`src/rtl/tbase_pkg.sv`:
```
package tbase_pkg;

    localparam int FLAG_BIT = 4;
    localparam int IEN_BIT  = 3;
    localparam int CLR_BIT  = 2;
    localparam int NUM_TAPS = 4;
    localparam int SEL_W    = $clog2(NUM_TAPS);

    typedef struct packed {
        logic             flag;
        logic             ien;
        logic [SEL_W-1:0] isel;
    } ctrl_t;

endpackage

```
`src/rtl/tbase_counter.sv`:
```
module tbase_counter #(
    parameter int CNT_W = 20
) (
    input  logic             clk,
    input  logic             rst_n,
    input  logic             tick,
    input  logic             clr,
    output logic [CNT_W-1:0] cnt
);

    typedef struct packed {
        logic [CNT_W-1:0] cnt;
    } cnt_state_t;

    cnt_state_t st_d, st_q;

    always_comb begin
        st_d = st_q;
        if (clr) begin
            st_d.cnt = '0;
        end else if (tick) begin
            st_d.cnt = st_q.cnt + 1'b1;
        end
    end

    always_ff @(posedge clk or negedge rst_n) begin
        if (!rst_n) begin
            st_q <= '0;
        end else begin
            st_q <= st_d;
        end
    end

    assign cnt = st_q.cnt;

endmodule

```
`src/rtl/tbase_tap.sv`:
```
module tbase_tap
    import tbase_pkg::*;
#(
    parameter int CNT_W = 20,
    parameter int TAP0  = 12,
    parameter int TAP1  = 14,
    parameter int TAP2  = 16,
    parameter int TAP3  = 19
) (
    input  logic [CNT_W-1:0] cnt,
    input  logic             tick,
    input  logic             clr,
    input  logic [SEL_W-1:0] isel,
    output logic             evt
);

    logic [NUM_TAPS-1:0] tap_full;

    // A tap bit falls from 1 to 0 on the next increment exactly when it
    // and every bit below it are 1.
    for (genvar g = 0; g < NUM_TAPS; g++) begin : g_tap
        localparam int TAP_BIT = (g == 0) ? TAP0 :
                                 (g == 1) ? TAP1 :
                                 (g == 2) ? TAP2 : TAP3;
        assign tap_full[g] = &cnt[TAP_BIT:0];
    end

    assign evt = tick & ~clr & tap_full[isel];

endmodule

```
`src/rtl/tbase_ctrl.sv`:
```
module tbase_ctrl
    import tbase_pkg::*;
(
    input  logic       clk,
    input  logic       rst_n,
    input  logic       rd_en,
    input  logic       wr,
    input  logic [4:0] wdata,
    input  logic       evt,
    output logic [SEL_W-1:0] isel,
    output logic       flag,
    output logic       clr_req,
    output logic       irq,
    output logic [7:0] rdata
);

    ctrl_t regs_d, regs_q;

    always_comb begin
        regs_d = regs_q;
        if (wr) begin
            regs_d.ien  = wdata[IEN_BIT];
            regs_d.isel = wdata[SEL_W-1:0];
            if (!wdata[FLAG_BIT]) begin
                regs_d.flag = 1'b0;
            end
        end
        // an overflow in the same cycle as a clearing write wins
        if (evt) begin
            regs_d.flag = 1'b1;
        end
    end

    always_ff @(posedge clk or negedge rst_n) begin
        if (!rst_n) begin
            regs_q <= '0;
        end else begin
            regs_q <= regs_d;
        end
    end

    assign isel    = regs_q.isel;
    assign flag    = regs_q.flag;
    assign clr_req = wr & ~wdata[CLR_BIT];
    assign irq     = regs_q.flag & regs_q.ien;
    assign rdata   = rd_en ? {3'b000, regs_q.flag, regs_q.ien, 1'b1, regs_q.isel}
                           : 8'h00;

endmodule

```
`src/rtl/tbase_timer.sv`:
```
module tbase_timer
    import tbase_pkg::*;
#(
    parameter int CNT_W = 20,
    parameter int TAP0  = 12,
    parameter int TAP1  = 14,
    parameter int TAP2  = 16,
    parameter int TAP3  = 19
) (
    input  logic       clk,
    input  logic       rst_n,
    input  logic       tick_en,
    input  logic       reg_sel,
    input  logic       reg_wr,
    input  logic [7:0] reg_wdata,
    output logic [7:0] reg_rdata,
    output logic       irq
);

    logic             wr_acc;
    logic             clr_req;
    logic             ovf_evt;
    logic             ovf_flag;
    logic [SEL_W-1:0] isel;
    logic [CNT_W-1:0] cnt_val;
    logic             unused_wbits;

    assign wr_acc       = reg_sel & reg_wr;
    assign unused_wbits = ^reg_wdata[7:5];

    tbase_counter #(
        .CNT_W (CNT_W)
    ) u_counter (
        .clk   (clk),
        .rst_n (rst_n),
        .tick  (tick_en),
        .clr   (clr_req),
        .cnt   (cnt_val)
    );

    tbase_tap #(
        .CNT_W (CNT_W),
        .TAP0  (TAP0),
        .TAP1  (TAP1),
        .TAP2  (TAP2),
        .TAP3  (TAP3)
    ) u_tap (
        .cnt   (cnt_val),
        .tick  (tick_en),
        .clr   (clr_req),
        .isel  (isel),
        .evt   (ovf_evt)
    );

    tbase_ctrl u_ctrl (
        .clk     (clk),
        .rst_n   (rst_n),
        .rd_en   (reg_sel),
        .wr      (wr_acc),
        .wdata   (reg_wdata[4:0]),
        .evt     (ovf_evt),
        .isel    (isel),
        .flag    (ovf_flag),
        .clr_req (clr_req),
        .irq     (irq),
        .rdata   (reg_rdata)
    );

endmodule

```
`config.mk`:
```
export PLATFORM = sky130hd
export DESIGN_NAME = tbase_timer
export DESIGN_NICKNAME = d
export VERILOG_FILES = /design/src/rtl/tbase_pkg.sv /design/src/rtl/tbase_counter.sv /design/src/rtl/tbase_tap.sv /design/src/rtl/tbase_ctrl.sv /design/src/rtl/tbase_timer.sv
export SDC_FILE = /design/constraint.sdc
export NUM_CORES = 1
export LEC_CHECK = 0
export ABC_AREA = 1
export BUFFER_PORTS_ARGS = -buffer_cell sky130_fd_sc_hd__buf_2
export CORE_MARGIN = 2
export CORE_UTILIZATION = 45
export DETAILED_ROUTE_END_ITERATION = 7
export PLACE_DENSITY = 0.65
export SLEW_MARGIN = 40
export SYNTH_ARGS = -nofsm -noshare
export SYNTH_HDL_FRONTEND = slang
export SYNTH_SLANG_ARGS = --single-unit
```
`constraint.sdc`:
```
create_clock -name clk -period 2.4 [get_ports clk]
set_clock_uncertainty 0.1 [all_clocks]
set_input_delay 0.48 -clock clk [delete_from_list [all_inputs] [get_ports clk]]
set_output_delay 0.48 -clock clk [all_outputs]
set_load 0.02 [all_outputs]
```
==> flow_summary.json <==
{
  "first_pass_iters": 4,
  "boundaryPins": 22,
  "rows": 20,
  "regToRegSetupSlack_ns": 0.67,
  "cts_resized": 0,
  "vias_per_cell": 4.98,
  "drc_errors": 0,
  "final-setup-viol-count": 0,
  "post-place-cells": 241,
  "endpoint_kind": "register",
  "clockBufferDepth": 2,
  "antenna_found_initial": 0,
  "startpoint_type": "register",
  "grt_pass1_vias": 1124,
  "cts_tree": "yes",
  "yosysTopAreaCellShare": 0.414,
  "final_common_cell": "nand2_1",
  "fmax_mhz": 578,
  "area_delta_synth_final_pct": 9.23,
  "regArea_sq_um": 601,
  "layout_min_cycle_time_ns": 1.73,
  "cts_setup_buffers": 0,
  "yosysUniqueCellTypes": 25,
  "cts.sinks": 24,
  "mostFrequentLayoutCells": "nand2_1, inv_1, dfrtp_1, a21oi_1",
  "syn-mean-instance-area_sq_um": 7.80,
  "syn-cell-area_sq_um": 1450,
  "num_vias": 1221,
  "cts-htree-levels": 1,
  "drv_slew": 0,
  "drt_iter0_markers": 38,
  "fin_cells": 245,
  "multi_input_area_sq_um": 708,
  "path_max_fanout": 4,
  "p_per_area_nw_per_um2": 522,
  "p_leak_nw": 0.822,
  "cp.required_ns": 2.53,
  "yosys_warnings": 0,
  "worstPathArrival_ns": 1.85,
  "cts.clk_slew.worst_paths_ns": 0.13,
  "grt_pass1_wl_um": 4730,
  "grt_max_degree": 25,
  "holdBufCountCts": 0,
  "r2r_start": "u_counter.cnt[0]",
  "antenna_left": 0,
  "synth_seq_cells": 24,
  "r2r_cells": 10,
  "layout-drive-gt1-share": 0.209,
  "die_height_um": 60.8,
  "yosysTopAreaCell": "dfrtp_1",
  "rsz0062_at_grt": "no",
  "clock_latency_ns": 0.32,
  "die_width_um": 60.8,
  "portBuffers": 15,
  "cap_violations": 0,
  "fillers": 321,
  "period_share": 0.720,
  "die_area_sq_um": 3690,
  "crit_type": "register to register",
  "antenna-diode-count": 0,
  "hold_viol": 0,
  "worst_slew_pin_slew_ns": 0.539,
  "status": "complete, no violations",
  "relSlewSlack": 0.641,
  "finalWirelength_um": 2720,
  "tns_ns": 0,
  "ys_seq_area_frac": 0.414,
  "core_sq_um": 3050,
  "gp_congestion": 0.771,
  "ir_worst_vdd_uv": 167,
  "wl_per_cell_um": 11.1,
  "layout.nets": 217,
  "grt_overflow": 0,
  "cts_buffers": 3,
  "grt_use_total": 0.171,
  "synthTopCellsByArea": "dfrtp_1, nand2_1, inv_1",
  "dp_hpwl_um": 2090,
  "netlist_instances": 186,
  "initial_core_util": 0.475,
  "rr_endpoint": "u_ctrl.flag",
  "cts_root_buf": "clkbuf_4",
  "min_path_type": "input pin to asynchronous set/reset pin"
}
[critical path: stages, from the launching register on]
cell     delay (ns)
dfrtp_1        0.43
ha_1           0.22
nand2_1        0.17
nor2_4         0.07
nand3_4        0.11
nor2_4         0.04
ha_1           0.17
a21oi_1        0.14
nand2_1        0.07
nand2_1        0.07
nand2_1        0.05
[state kept, by name (all words and copies together), names as in the netlist]
name	count
u_counter.cnt	20
u_ctrl.flag	1
u_ctrl.isel	2
u_ctrl.regs_q	1
[synth_stat cells, drive strengths merged]
master and count:
a21oi 16, buf 6, conb 1, dfrtp 24, ha 2, inv 29
mux2 1, nand2 42, nand3 13, nand4 6, nor2 26, nor3 7
nor3b 1, o21a 2, o21ai 10
[how the worst max path moves through the flow]
stage                                 from                 to  slack (ns)
final                     u_counter.cnt[0]        u_ctrl.flag        0.67
after global routing      u_counter.cnt[0]        u_ctrl.flag        0.57
after CTS                 u_counter.cnt[0]        u_ctrl.flag        0.67
after detailed placement           tick_en  u_counter.cnt[10]        0.68
after global placement             tick_en  u_counter.cnt[10]        0.68
after floorplan           u_counter.cnt[0]        u_ctrl.flag        0.81
[power by group]
| group | switching (mW) | total (mW) | internal, mW |
|---|---|---|---|
| clock network | 0.127 | 0.220 | 0.0929 |
| registers | 0.0274 | 0.466 | 0.438 |
| logic | 0.0948 | 0.142 | 0.0469 |
[per-stage QoR]
stage | utilization | area, sq um | power (mW) | setup slack, ns | hold WS, ns
after floorplan | - | 1460 | 0.574 | 0.813 | 0.0844
after global placement | 0.507 | 1550 | 0.612 | 0.685 | 0.389
after detailed placement | 0.507 | 1550 | 0.618 | 0.682 | 0.399
after CTS | 0.519 | 1580 | 0.835 | 0.673 | 0.0402
after global routing | 0.519 | 1580 | 0.875 | 0.568 | 0.0389
final | 0.519 | 1580 | 0.828 | 0.671 | 0.0176
[layer usage]
layer,vias to the layer above,part of all wire,GRT usage
met2,29,0.47,0.281
met1,567,0.47,0.223
met3,5,0.046,0.0299
met5,-,0,0
li1,620,-,-
met4,0,0.014,0.0714
[cell families (layout without fill, tap and decap cells)]
group,count (synthesis),in the layout,synth area share
AND/OR/NAND/NOR,95,95,0.355
adder cells (fa/ha/maj),2,2,0.0173
multiplexers,1,1,0.00776
buffers and inverters,35,48,0.103
flip-flops,24,24,0.414
AO/OA/AOI/OAI,28,28,0.100
other,1,3,0.00259
[layout make-up]
class	count	area share
Timing Repair Buffer	15	0.0474
Multi-Input combinational cell	129	0.447
Inverter	29	0.0687
Tap cell	44	0.0348
Clock buffer	4	0.0229
Sequential cell	24	0.379
(Power assumes the default switching activity.)
